### config.mk
export PLATFORM = sky130hd
export DESIGN_NAME = txd_dom_guard
export DESIGN_NICKNAME = d
export VERILOG_FILES = /design/src/rtl/txd_dom_guard_pkg.sv /design/src/rtl/txd_dom_guard_dp.sv /design/src/rtl/txd_dom_guard_ctrl.sv /design/src/rtl/txd_dom_guard.sv
export SDC_FILE = /design/constraint.sdc
export NUM_CORES = 1
export LEC_CHECK = 0
export ABC_AREA = 1
export CORE_AREA = 2 2 59 61
export DETAILED_ROUTE_END_ITERATION = 6
export DIE_AREA = 0 0 61 63
export GPL_ROUTABILITY_DRIVEN = 0
export GPL_TIMING_DRIVEN = 0
export PLACE_DENSITY_LB_ADDON = 0.2
export RECOVER_POWER = 100
export SYNTH_ARGS = -nofsm -noshare
export SYNTH_HDL_FRONTEND = slang
export SYNTH_SLANG_ARGS = --single-unit
### constraint.sdc
create_clock -name clk -period 3.8 [get_ports clk]
set_clock_uncertainty 0.15 [all_clocks]
set_input_delay 0.76 -clock clk [delete_from_list [all_inputs] [get_ports clk]]
set_output_delay 0.76 -clock clk [all_outputs]
set_load 0.05 [all_outputs]
### src/rtl/txd_dom_guard_pkg.sv
package txd_dom_guard_pkg;

  typedef struct packed {
    logic lowInc;
    logic lowClr;
    logic hiInc;
    logic hiClr;
  } guardStrb_t;

  typedef enum logic {
    ST_ARMED   = 1'b0,
    ST_TIMEOUT = 1'b1
  } guardState_t;

endpackage

### src/rtl/txd_dom_guard_dp.sv
module txd_dom_guard_dp
  import txd_dom_guard_pkg::*;
#(
  parameter int LOW_LIMIT_US = 10000,
  parameter int HIGH_QUAL_US = 10
) (
  input  logic       clk,
  input  logic       rstN,
  input  guardStrb_t strb,
  output logic       lowAtLimit,
  output logic       hiAtLimit
);

  localparam int LOW_W = $clog2(LOW_LIMIT_US + 1);
  localparam int HI_W  = $clog2(HIGH_QUAL_US + 1);
  localparam logic [LOW_W-1:0] LOW_LAST = LOW_W'(LOW_LIMIT_US - 1);
  localparam logic [HI_W-1:0]  HI_LAST  = HI_W'(HIGH_QUAL_US - 1);

  logic [LOW_W-1:0] lowCnt;
  logic [HI_W-1:0]  hiCnt;

  always_ff @(posedge clk or negedge rstN) begin
    if (!rstN) begin
      lowCnt <= '0;
    end else if (strb.lowClr) begin
      lowCnt <= '0;
    end else if (strb.lowInc) begin
      lowCnt <= lowCnt + 1'b1;
    end
  end

  always_ff @(posedge clk or negedge rstN) begin
    if (!rstN) begin
      hiCnt <= '0;
    end else if (strb.hiClr) begin
      hiCnt <= '0;
    end else if (strb.hiInc) begin
      hiCnt <= hiCnt + 1'b1;
    end
  end

  assign lowAtLimit = (lowCnt == LOW_LAST);
  assign hiAtLimit  = (hiCnt == HI_LAST);

  AST_LOW_NO_OVERFLOW: assert property (@(posedge clk) disable iff (!rstN)
    lowCnt <= LOW_LAST);
  AST_HI_NO_OVERFLOW: assert property (@(posedge clk) disable iff (!rstN)
    hiCnt <= HI_LAST);
  AST_HI_RESTART: assert property (@(posedge clk) disable iff (!rstN)
    strb.hiClr |=> hiCnt == '0);
  AST_LOW_RESTART: assert property (@(posedge clk) disable iff (!rstN)
    strb.lowClr |=> lowCnt == '0);

endmodule

### src/rtl/txd_dom_guard_ctrl.sv
module txd_dom_guard_ctrl
  import txd_dom_guard_pkg::*;
(
  input  logic       clk,
  input  logic       rstN,
  input  logic       txdSync,
  input  logic       commEn,
  input  logic       usTick,
  input  logic       lowAtLimit,
  input  logic       hiAtLimit,
  output guardStrb_t strb,
  output logic       drvDominant,
  output logic       timeoutFlag
);

  guardState_t state, stateNxt;

  always_comb begin
    stateNxt   = state;
    strb       = '0;
    if (!commEn) begin
      strb.lowClr = 1'b1;
      strb.hiClr  = 1'b1;
      stateNxt    = ST_ARMED;
    end else begin
      case (state)
        ST_ARMED: begin
          strb.hiClr = 1'b1;
          if (txdSync) begin
            strb.lowClr = 1'b1;
          end else if (usTick) begin
            if (lowAtLimit) begin
              strb.lowClr = 1'b1;
              stateNxt    = ST_TIMEOUT;
            end else begin
              strb.lowInc = 1'b1;
            end
          end
        end
        ST_TIMEOUT: begin
          strb.lowClr = 1'b1;
          if (!txdSync) begin
            strb.hiClr = 1'b1;
          end else if (usTick) begin
            if (hiAtLimit) begin
              strb.hiClr = 1'b1;
              stateNxt   = ST_ARMED;
            end else begin
              strb.hiInc = 1'b1;
            end
          end
        end
        default: stateNxt = ST_ARMED;
      endcase
    end
  end

  always_ff @(posedge clk or negedge rstN) begin
    if (!rstN) begin
      state <= ST_ARMED;
    end else begin
      state <= stateNxt;
    end
  end

  assign drvDominant = rstN & commEn & ~txdSync & (state == ST_ARMED);
  assign timeoutFlag = (state == ST_TIMEOUT);

  AST_HIGH_RECESSIVE: assert property (@(posedge clk) disable iff (!rstN)
    txdSync |-> !drvDominant);
  AST_LATCH_RECESSIVE: assert property (@(posedge clk) disable iff (!rstN)
    timeoutFlag |-> !drvDominant);
  AST_ENTRY_CAUSE: assert property (@(posedge clk) disable iff (!rstN)
    $rose(timeoutFlag) |-> $past(!txdSync && usTick && commEn));
  AST_RELEASE_CAUSE: assert property (@(posedge clk) disable iff (!rstN)
    ($fell(timeoutFlag) && $past(commEn)) |-> $past(txdSync && usTick));
  AST_EN_CLEARS: assert property (@(posedge clk) disable iff (!rstN)
    !commEn |=> !timeoutFlag);
  AST_EN_RECESSIVE: assert property (@(posedge clk) disable iff (!rstN)
    !commEn |-> !drvDominant);

endmodule

### src/rtl/txd_dom_guard.sv
module txd_dom_guard
  import txd_dom_guard_pkg::*;
#(
  parameter int LOW_LIMIT_US = 10000,
  parameter int HIGH_QUAL_US = 10
) (
  input  logic clk,
  input  logic rstN,
  input  logic txdSync,
  input  logic commEn,
  input  logic usTick,
  output logic drvDominant,
  output logic timeoutFlag
);

  guardStrb_t strb;
  logic       lowAtLimit;
  logic       hiAtLimit;

  txd_dom_guard_ctrl u_ctrl (
    .clk        (clk),
    .rstN       (rstN),
    .txdSync    (txdSync),
    .commEn     (commEn),
    .usTick     (usTick),
    .lowAtLimit (lowAtLimit),
    .hiAtLimit  (hiAtLimit),
    .strb       (strb),
    .drvDominant(drvDominant),
    .timeoutFlag(timeoutFlag)
  );

  txd_dom_guard_dp #(
    .LOW_LIMIT_US(LOW_LIMIT_US),
    .HIGH_QUAL_US(HIGH_QUAL_US)
  ) u_dp (
    .clk       (clk),
    .rstN      (rstN),
    .strb      (strb),
    .lowAtLimit(lowAtLimit),
    .hiAtLimit (hiAtLimit)
  );

endmodule

Word-level counts from Yosys, hierarchy flattened:

Index checks and enable logic that the tools add are counted.

* flip-flop bits (word level): 19
* input bits: 5
* output and inout port bits: 2
* word-level logic and storage cells: 42

* add/subtract/negate cells: 2
* eq/ne operators: 2
* muxes and demuxes: 28
* bitwise operators: 5
* reductions and logical operators: 2

Operators with widths (count)
* $mux 14: 2
* $mux 1: 19
* $add 14x1->14 const B: 1
* $eq 14x14->1 const B: 1
* $mux 4: 2
* $pmux 1 s2: 3
* $add 4x1->4 const B: 1
* $eq 4x4->1 const B: 1
* $mux 2: 2
* $reduce_bool 2->1: 2
* $and 1x1->1: 3
* $not 1->1: 2

Logic depth before layout (Yosys ltp):

Gate-level depths: netlist of the first run.

* depth in word-level cells: 8
* depth in mapped cells: 11
* depth with buffers taken out: 11

By module:

Synthesis of the first run repeated with hierarchy kept, for this count alone.

* cells, all modules: 152
* area, all modules: 1144.8 um2

By module, submodules not included
* txd_dom_guard_dp: times used 1, cells each 131, area an instance 1029.7 um2, sequential area each 450.4 um2
* txd_dom_guard_ctrl: times used 1, cells each 21, area an instance 115.1 um2, sequential area each 25.0 um2

Least setup slack after synthesis of the first run:

No wires, ideal clock.

* path kind: input -> output
* from: input port commEn
* to: output port drvDominant
* arrival time: 1.603 ns
* required time: 2.890 ns
* slack: 1.287 ns
* cell stages on the path: 4
* buffers on the path: 0
* cells stage by stage: inv_1 nor2_1 inv_1 nor2_1

* word-level cells in the longest chain between the ends: 3

RTL lines
* start, declared: RTL line txd_dom_guard.sv:10 `input logic commEn,`
* $and 1x1->1 (3 in a row): RTL line txd_dom_guard_ctrl.sv:66 `assign drvDominant = rstN & commEn & ~txdSync & (state == ST_ARMED);`
* end, declared: RTL line txd_dom_guard.sv:12 `output logic drvDominant,`

Every way passes these cells.

Worst setup path in the final report of the first run:

* from: input port rstN
* to: output port drvDominant

* word-level cells in the longest chain between the ends: 3

RTL lines
* start, declared: RTL line txd_dom_guard.sv:8 `input logic rstN,`
* $and 1x1->1 (3 in a row): RTL line txd_dom_guard_ctrl.sv:66

Every way passes these cells.

==> results by group, run 1 <==
Status
  • Status: complete, no violations

Routing
  • Via Count: 1160
  • Initial drt markers: 56
  • Routed length per instance: approximately 11 um
  • DRT antenna net count: 0
  • 1st-pass router iterations: 5
  • Drt total wl: between 2000 and 3000 um
  • DRC violations left: 0
  • Vias per cell: 4.715

Power
  • Design Power: 0.0003410 W
  • Peak supply drop: around 110 uV
  • Leak Pwr: 0.6376 nW
  • Power Density: 249.6 nW/um^2

Placed design
  • Dpl hpwl: roughly 2000 um
  • Port bufs: 6
  • Pre-CTS worst setup slack: -0.07678 ns
  • Placed insts: 242

Clock network
  • CTS tree: built
  • Clock root buffer: clkbuf_4
  • Num CTS Buffers: 3
  • Worst-Skew Late Latency: roughly 0.31 ns
  • H-tree Lvls: 1
  • Clock slew at reported path FFs: ~0.12 ns
  • Worst-case clock buffer depth: 2
  • Sink Count: 19

Global route
  • Initial antenna violation count: 0
  • Tot GR Track Use: 0.1547
  • First-pass GRT wire length: approximately 4600 um
  • Grt ovf: 0
  • Largest net degree at the start of global routing: 21
  • Number of global-route vias before repair: about 1100

Cells and area
  • Total of fill cells in the finished design: around 350
  • Layout cells sized above 1: 0.04000
  • Finished Layout Cells: 246
  • Layout area overhead: 9.309%
  • Final #Nets: roughly 210
  • Inserted Diodes: 0

Timing
  • Max Fclk: about 280 MHz
  • Period utilization: 0.9253
  • Max-slew violation count: 0
  • Crit path time final: between 3 and 4 ns
  • Rel. slew slack: 0.4076
  • Final Hold Viols: 0
  • Slew @ Worst Pin: ~0.9 ns
  • Unrepaired setup endpoints after global routing: no
  • Setup WS post-layout: 0.2838 ns
  • Setup-failing EPs final: 0

Floorplan
  • Die span in y: 63 um
  • Io pins: 7
  • Die width: 61 um
  • Core area: between 3000 and 4000 sq um
  • Initial Util: 0.3868
  • Die area: ~3800 sq um
  • Num rows: 21

Critical path
  • Data required, critical path: ~2.9 ns
  • Worst Path Max Fanout: 20
  • Crit. End Element: output port
  • Kind of critical path: in2out
  • Crit path DAT: 2.61 ns
  • Worst setup SP type: input pin

Yosys
  • Ys Warns: 0
  • Sequential fraction of the synthesis area: 0.3804
  • Avg Inst Size Synth: 6.579 sq um
  • Syn Inst Count: between 150 and 200
  • Netlist cell types: 17
  • Synth Cell Area: 1250 sq um
  • Number of synthesized register bits: 19
  • Syn_nets: just under 200

Job
  • MaxCap Viol Count: 0

Worst hold path
  • Hold Path Class: reg2reg
-- cell families after synthesis --
family / Yosys count / share of synthesized area
flip-flops: 19 / 0.3804
buffers and inverters: 30 / 0.09609
AO/OA/AOI/OAI: 6 / 0.02402
AND/OR/NAND/NOR: 129 / 0.4485
XOR/XNOR: 3 / 0.02102
adder cells (fa/ha/maj): 3 / 0.03003
-- per-stage QoR --
stage / area (sq um) / util / setup TNS [ns] / hold WS (ns)
6_report: 1366 / 0.4228 / 0 / 0.3905
3_3_place_gp: 1368 / 0.4232 / -0.05518 / 0.3509
2_1_floorplan: 1250 / - / 0 / 0.3144
3_5_place_dp: 1368 / 0.4232 / -0.07678 / 0.3666
5_1_grt: 1366 / 0.4228 / 0 / 0.4408
4_1_cts: 1393 / 0.4309 / 0 / 0.3964
-- cells in the mapped netlist --
| library cell | number | area [sq um] |
|---|---|---|
| nand2_1 | 59 | 221.5 |
| nor2_1 | 34 | 127.6 |
| inv_1 | 26 | 97.59 |
| dfrtp_1 | 19 | 475.5 |
| nand3_1 | 16 | 80.08 |
| nor3_1 | 8 | 40.04 |
| nand4_1 | 7 | 43.79 |
| o21ai_0 | 4 | 20.02 |
| ha_1 | 3 | 37.54 |
| inv_2 | 3 | 11.26 |
| xor2_1 | 3 | 26.28 |
| a21oi_1 | 2 | 10.01 |
| nor2_2 | 2 | 12.51 |
| buf_6 | 1 | 11.26 |
| nand3b_1 | 1 | 7.510 |
| nor2_4 | 1 | 11.26 |
| nor3_4 | 1 | 16.27 |
-- cells in the final DEF (no fill, tap or decap) --
cell type and instances:
inv_1 26, clkdlybuf4s50_1 3, dlygate4sd3_1 2, nand3b_1 1
nand2_1 59, ha_1 3, clkbuf_1 2, clkbuf_4 3
a21oi_1 2, nand4_1 7, nor2_2 2, dfrtp_1 19
dlygate4sd2_1 1, o21ai_0 4, nor2_1 35, inv_2 3
nand3_1 16, xor2_1 3, nor3_1 9
-- worst paths after layout --
check / from / to / slack (ns) / cells past startpoint
worst max-delay path: rstN / drvDominant / 0.28 / 4
worst min-delay path: u_dp.lowCnt[0] / u_dp.lowCnt[0] / 0.39 / 2
worst max register to register: u_ctrl.timeoutFlag / u_dp.lowCnt[3] / 1.66 / 7
worst min register to register: u_dp.lowCnt[0] / u_dp.lowCnt[0] / 0.39 / 2
max in group asynchronous: rstN / u_dp.lowCnt[12] / 2.43 / 1
min in group asynchronous: rstN / u_dp.lowCnt[5] / 0.52 / 1
-- sequential cells by signal, summed over array words and instances (netlist names) --
name and cells:
u_ctrl.timeoutFlag 1, u_dp.hiCnt 4, u_dp.lowCnt 14
-- area by class of cell --
cell class | instances | area [sq um] | area share
well taps | 46 | 57.56 | 0.04212
inverters | 29 | 108.9 | 0.07967
clock buffers | 4 | 26.28 | 0.01923
multi-input cells | 141 | 635.6 | 0.4652
repair buffers | 6 | 58.81 | 0.04304
flip-flops and latches | 19 | 475.5 | 0.3480
plain buffers | 1 | 3.754 | 0.002747
-- power breakdown --
group / switching (W) / internal (W) / total [W]
clock: 0.0000685 / 0.0000410 / 0.000110
combinational: 0.0000197 / 0.00000747 / 0.0000272
sequential: 0.000000913 / 0.000203 / 0.000204
total: 0.0000892 / 0.000252 / 0.000341
-- per-layer routing --
metal | GRT usage | vias up | part of all wire | wire length (um)
met3 | 0.01863 | 5 | 0.031 | 81
met4 | 0.05707 | 0 | 0.015 | 40
met1 | 0.2215 | 521 | 0.51 | 1336
li1 | - | 618 | - | -
met2 | 0.2352 | 16 | 0.45 | 1184
met5 | 0 | - | 0 | 0
-- critical path, cell delays in order --
cell and delay, ns:
dlygate4sd2_1 0.79, nand2_1 0.12, nor2_1 0.13, clkdlybuf4s50_1 0.81
-- timing repair --
| item | CTS | global route |
|---|---|---|
| hold endpoints to repair | 0 | 0 |
| resized for setup | 1 | 0 |
| setup endpoints to repair | 1 | 0 |
| setup buffers | 0 | 0 |
| hold buffers | 0 | 0 |
(Power assumes the default switching activity.)
==> run 2, diff against run 1 <==
--- a/config.mk
+++ b/config.mk
@@ -13,6 +13,7 @@
 export GPL_TIMING_DRIVEN = 0
 export PLACE_DENSITY_LB_ADDON = 0.2
 export RECOVER_POWER = 100
+export REMOVE_ABC_BUFFERS = 1
 export SYNTH_ARGS = -nofsm -noshare
 export SYNTH_HDL_FRONTEND = slang
 export SYNTH_SLANG_ARGS = --single-unit
==> constraint.sdc (replaced) <==
create_clock -name clk -period 3.9 [get_ports clk]
set_clock_uncertainty 0.15 [all_clocks]
set_input_delay 0.78 -clock clk [delete_from_list [all_inputs] [get_ports clk]]
set_output_delay 0.78 -clock clk [all_outputs]
set_load 0.05 [all_outputs]
==> results by group, run 2 (same netlist as run 1, synthesis figures left out) <==
Global route
  • Tot GR Track Use: 0.1679 (+0.01317)
  • Initial antenna violation count: 0 (unchanged)
  • Largest net degree at the start of global routing: 21 (unchanged)
  • Number of global-route vias before repair: 1142 (+6.7%)
  • First-pass GRT wire length: 4961 um (+8.5%)
  • Grt ovf: 0 (unchanged)

Power
  • Design Power: 0.0003312 W (-2.9%)
  • Power Density: 243.7 nW/um^2 (-2.3%)
  • Leak Pwr: 0.6353 nW (-0.36%)
  • Peak supply drop: 127.8 uV (+12%)

Status
  • Status: complete, no violations

Clock network
  • CTS tree: built
  • H-tree Lvls: 1 (unchanged)
  • Hold_buf cts: 0 (unchanged)
  • Clock slew at reported path FFs: 0.11 ns (about the same)
  • Sink Count: 19 (unchanged)
  • Clock root buffer: clkbuf_4
  • Worst-Skew Late Latency: 0.31 ns (about the same)
  • Num CTS Buffers: 3 (unchanged)
  • Worst-case clock buffer depth: 2 (unchanged)
  • Setup Buffers After CTS: 0 (unchanged)

Worst hold path
  • Hold Path Class: reg2reg
  • WHS Path Cells: 2 (unchanged)

Critical path
  • R2R cell count: 7 (unchanged)
  • Worst Path Max Fanout: 20 (unchanged)
  • Crit. End Element: output port
  • Crit path DAT: 2.62 ns (about the same)
  • Worst setup SP type: input pin
  • Data required, critical path: 2.97 ns (+0.08 ns)
  • Reg2reg setup slack: 1.73 ns (+0.07 ns)
  • Kind of critical path: in2out

Routing
  • DRC violations left: 0 (unchanged)
  • 1st-pass router iterations: 4 (-1)
  • DRT antenna net count: 0 (unchanged)
  • Routed length per instance: 11.48 um (+6.9%)
  • Via Count: 1154 (-0.52%)
  • Vias per cell: 4.710 (-0.11%)
  • Initial drt markers: 88 (+57%)
  • Drt total wl: 2813 um (+6.5%)

Timing
  • Period utilization: 0.9093
  • Slew @ Worst Pin: 1.083 ns (+0.1947 ns)
  • Unrepaired setup endpoints after global routing: no
  • Sum of negative setup slack: 0 ns (unchanged)
  • Setup WS post-layout: 0.3538 ns (+0.07002 ns)
  • Max-slew violation count: 0 (unchanged)
  • Crit path time final: 3.546 ns
  • Max Fclk: 282.0 MHz
  • Rel. slew slack: 0.2778 (-0.1298)
  • Final Hold Viols: 0 (unchanged)
  • Setup-failing EPs final: 0 (unchanged)

Placed design
  • Dpl hpwl: 2152 um (+4.7%)
  • Port bufs: 6 (unchanged)
  • Placed cell areas: 1356 sq um (-0.82%)
  • Pre-CTS worst setup slack: -0.01308 ns (+0.06370 ns)

Cells and area
  • Final #Nets: 208 (-0.48%)
  • Inserted Diodes: 0 (unchanged)
  • Commonest non-fill, non-tap cell in the layout: nand2_1
  • Commonest non-fill, non-tap cells in the layout: nand2_1 (59), nor2_1 (35), inv_1 (26), dfrtp_1 (19), nand3_1 (16)
  • Largest register by flop count: u_dp.lowCnt
  • Flip-flop count of the largest register after layout: 14 (unchanged)
  • Layout area overhead: 8.708%
  • Final design area excluding fillers: 1359 sq um (-0.55%)
  • Layout cells sized above 1: 0.04523 (+0.005226)

Job
  • MaxCap Viol Count: 0 (unchanged)

Floorplan
  • Die width: 61 um (unchanged)
  • Initial Util: 0.3868 (unchanged)
  • Die span in y: 63 um (unchanged)
  • Num rows: 21 (unchanged)
  • Core area: 3232 sq um (unchanged)
  • Die area: 3843 sq um (unchanged)
  • Io pins: 7 (unchanged)
[run 2: changes by cell type in the layout (fill, tap and decap cells not counted)]
cell,delta
dlygate4sd2_1,-1
clkinv_2,+1
clkbuf_1,-1
dlygate4sd3_1,+1
clkdlybuf4s50_1,-1
[run 2: what timing repair did]
item	4_1_cts	5_1_grt
gates resized for setup	1	0
setup endpoints to repair	1	0
endpoints found under the hold margin	0	0
[run 2: path summary, 6_finish.rpt]
kind / start / endpoint
min: u_dp.lowCnt[0] / u_dp.lowCnt[0]
max: rstN / drvDominant
min in group asynchronous: rstN / u_dp.lowCnt[10]
max in group asynchronous: rstN / u_dp.lowCnt[7]
min reg2reg: u_dp.lowCnt[0] / u_dp.lowCnt[0]
max reg2reg: u_ctrl.timeoutFlag / u_dp.lowCnt[9]
[run 2: report_power, final]
part	internal (W)	switching [W]	total, W
clock	0.0000384	0.0000685	0.000107
sequential	0.000198	0.000000806	0.000199
combinational	0.00000655	0.0000188	0.0000253
total	0.000243	0.0000881	0.000331
[run 2: per-layer routing]
| layer | global-route usage | part of all wire | up-vias |
|---|---|---|---|
| met5 | 0 | 0 | - |
| met4 | 0.05163 | 0.018 | 0 |
| met3 | 0.02692 | 0.022 | 7 |
| met2 | 0.2836 | 0.51 | 15 |
| met1 | 0.2134 | 0.45 | 522 |
| li1 | - | - | 610 |
[run 2: critical path, stage by stage]
cell and delay, ns:
clkbuf_1 0.78, nand2_1 0.11, nor2_1 0.13, clkdlybuf4s50_1 0.80
[run 2: area by class of cell]
cell class / instances / area [sq um]
fillers: 330 / 1873
multi-input cells: 141 / 635.6
flip-flops and latches: 19 / 475.5
inverters: 29 / 108.9
well taps: 46 / 57.56
repair buffers: 6 / 53.80
clock buffers: 3 / 22.52
clock inverters: 1 / 5.005
[run 2: metrics by stage]
step             util  hold WS, ns  instances
4_1_cts        0.4278       0.3788        245
3_5_place_dp   0.4197       0.3493        241
6_report       0.4204       0.3735        245
5_1_grt        0.4204       0.4290        245
2_1_floorplan       -       0.3271        189
3_3_place_gp   0.4197       0.3553        241
==> run 3, diff against run 2 <==
--- a/config.mk
+++ b/config.mk
@@ -14,6 +14,7 @@
 export PLACE_DENSITY_LB_ADDON = 0.2
 export RECOVER_POWER = 100
 export REMOVE_ABC_BUFFERS = 1
+export SLEW_MARGIN = 40
 export SYNTH_ARGS = -nofsm -noshare
 export SYNTH_HDL_FRONTEND = slang
 export SYNTH_SLANG_ARGS = --single-unit
==> results by group, run 3 (same netlist as run 1, synthesis figures left out) <==
Placed design
  • Port bufs: 6 (unchanged)
  • Placed cell areas: 1351 sq um (-0.37%)
  • Dpl hpwl: 2150 um (about the same)

Cells and area
  • Largest register by flop count: u_dp.lowCnt
  • Final design area excluding fillers: 1360 sq um (about the same)
  • Final #Nets: 208 (unchanged)
  • Commonest non-fill, non-tap cells in the layout: nand2_1 (59), nor2_1 (35), inv_1 (26), dfrtp_1 (19), nand3_1 (16)
  • Inserted Diodes: 0 (unchanged)
  • Flip-flop count of the largest register after layout: 14 (unchanged)
  • Layout area overhead: 8.808% (about the same)
  • Layout cells sized above 1: 0.05025 (+0.005025)
  • Commonest non-fill, non-tap cell in the layout: nand2_1

Floorplan
  • Num rows: 21 (unchanged)
  • Die span in y: 63 um (unchanged)
  • Die width: 61 um (unchanged)
  • Io pins: 7 (unchanged)
  • Die area: 3843 sq um (unchanged)
  • Initial Util: 0.3868 (unchanged)
  • Core area: 3232 sq um (unchanged)

Routing
  • Top sig layer: met4
  • DRT antenna net count: 0 (unchanged)
  • M1 WL: 1224 um (-3.5%)
  • DRC violations left: 0 (unchanged)
  • 1st-pass router iterations: 6 (+2)
  • Metal2 WL: 1434 um (+0.21%)
  • Wire length on met3: 52 um (-15%)
  • Drt total wl: 2765 um (-1.7%)
  • Vias per cell: 4.706 (about the same)
  • Via Count: 1153 (-0.087%)
  • Initial drt markers: 57 (-35%)
  • Routed length per instance: 11.29 um (-1.7%)

Global route
  • Tot GR Track Use: 0.1691 (+0.001232)
  • First-pass GRT wire length: 4974 um (+0.26%)
  • Initial antenna violation count: 0 (unchanged)
  • Grt ovf: 0 (unchanged)
  • Largest net degree at the start of global routing: 21 (unchanged)
  • Number of global-route vias before repair: 1162 (+1.8%)

Critical path
  • Crit. End Element: output port
  • Worst setup SP type: input pin
  • Crit path DAT: 2.59 ns (-0.03 ns)
  • Kind of critical path: in2out
  • Worst Path Max Fanout: 5 (-75%)
  • Crit-path cells: dlygate4sd3_1, nor2_1, inv_1, nor2_1, dlygate4sd3_1
  • CP top delay family: buffers and inverters
  • CP max stage cell: dlygate4sd3_1
  • Worst path max stage delay: 0.87 ns (+0.07 ns)
  • Data required, critical path: 2.97 ns (about the same)
  • Crit path buffers/inverters: 3 (+1)

Timing
  • Setup-failing EPs final: 0 (unchanged)
  • Slew @ Worst Pin: 0.7922 ns (-0.2912 ns)
  • Rel. slew slack: 0.4699 (+0.1922)
  • Unrepaired setup endpoints after global routing: no
  • Max-slew violation count: 0 (unchanged)
  • Final Hold Viols: 0 (unchanged)
  • Sum of negative setup slack: 0 ns (unchanged)
  • Period utilization: 0.9014 (-0.007919)
  • Max Fclk: 284.5 MHz (+0.88%)
  • Crit path time final: 3.515 ns (-0.03089 ns)

Job
  • MaxCap Viol Count: 0 (unchanged)

Power
  • Leak Pwr: 0.6408 nW (+0.87%)
  • Power Density: 242.2 nW/um^2 (-0.64%)
  • Peak supply drop: 90.61 uV (-29%)

Status
  • Status: complete, no violations

Clock network
  • Num CTS Buffers: 3 (unchanged)
  • Worst-case clock buffer depth: 2 (unchanged)
  • Sink Count: 19 (unchanged)
  • Worst-Skew Late Latency: 0.31 ns (about the same)
  • H-tree Lvls: 1 (unchanged)
  • Setup Buffers After CTS: 0 (unchanged)
  • Hold_buf cts: 0 (unchanged)
  • Clock slew at reported path FFs: 0.12 ns (about the same)
  • Clock root buffer: clkbuf_4
  • CTS tree: built
  • Cts repair resizes: 0 (-1)

Worst hold path
  • Hold Path Class: in2async
-- run 3: cell count changes in the layout (fill, tap and decap cells not counted) --
cell / previous run / this run
buf_2: 0 / 1
clkbuf_1: 1 / 0
clkdlybuf4s50_1: 2 / 1
dlygate4sd3_1: 3 / 4
-- run 3: final timing paths --
| path | start | to | slack [ns] | cells after the start |
|---|---|---|---|---|
| max | txdSync | drvDominant | 0.38 | 5 |
| min | rstN | u_dp.lowCnt[10] | 0.25 | 1 |
| max reg2reg | u_ctrl.timeoutFlag | u_dp.lowCnt[9] | 1.72 | 7 |
| min reg2reg | u_dp.lowCnt[0] | u_dp.lowCnt[0] | 0.37 | 2 |
| max in group asynchronous | rstN | u_dp.lowCnt[7] | 3.03 | 1 |
| min in group clk | u_dp.lowCnt[0] | u_dp.lowCnt[0] | 0.37 | 2 |
-- run 3: cell type report --
cell class,instances,area (sq um)
fillers,342,1872
multi-input cells,141,635.6
flip-flops and latches,19,475.5
inverters,29,108.9
well taps,46,57.56
repair buffers,6,55.05
clock buffers,3,22.52
clock inverters,1,5.005
-- run 3: stage by stage --
| step | power [W] | worst slack, ns | hold slack, ns | util | cells |
|---|---|---|---|---|---|
| finish | 0.0003294 | 0.3847 | 0.2525 | 0.4208 | 245 |
| CTS | 0.0003358 | 0.4949 | 0.2708 | 0.4266 | 245 |
| global placement | 0.0002309 | 0.009445 | 0.3553 | 0.4197 | 241 |
| detailed placement | 0.0002308 | 0.5008 | 0.3493 | 0.4181 | 241 |
| floorplan | 0.0002165 | 1.347 | 0.3271 | - | 189 |
| global route | 0.0003472 | 0.2868 | 0.2689 | 0.4208 | 245 |
-- run 3: routing by layer --
| layer | vias up | track usage |
|---|---|---|
| met5 | - | 0 |
| met4 | 0 | 0.06793 |
| met3 | 6 | 0.02899 |
| met2 | 10 | 0.2836 |
| met1 | 527 | 0.2082 |
| li1 | 610 | - |
-- run 3: power by group --
part | total, W | internal (W) | switching [W]
sequential | 0.000199 | 0.000198 | 0.000000804
combinational | 0.0000253 | 0.00000656 | 0.0000188
clock | 0.000105 | 0.0000383 | 0.0000668
-- run 3: worst register-to-register path, cell delays in order, from the launching register on --
cell and delay [ns]:
dfrtp_1 0.45, nor3_1 0.60, inv_2 0.04, nor2_1 0.47, nand2_1 0.15, nand2_1 0.09
nand2_1 0.05, nor2_1 0.12
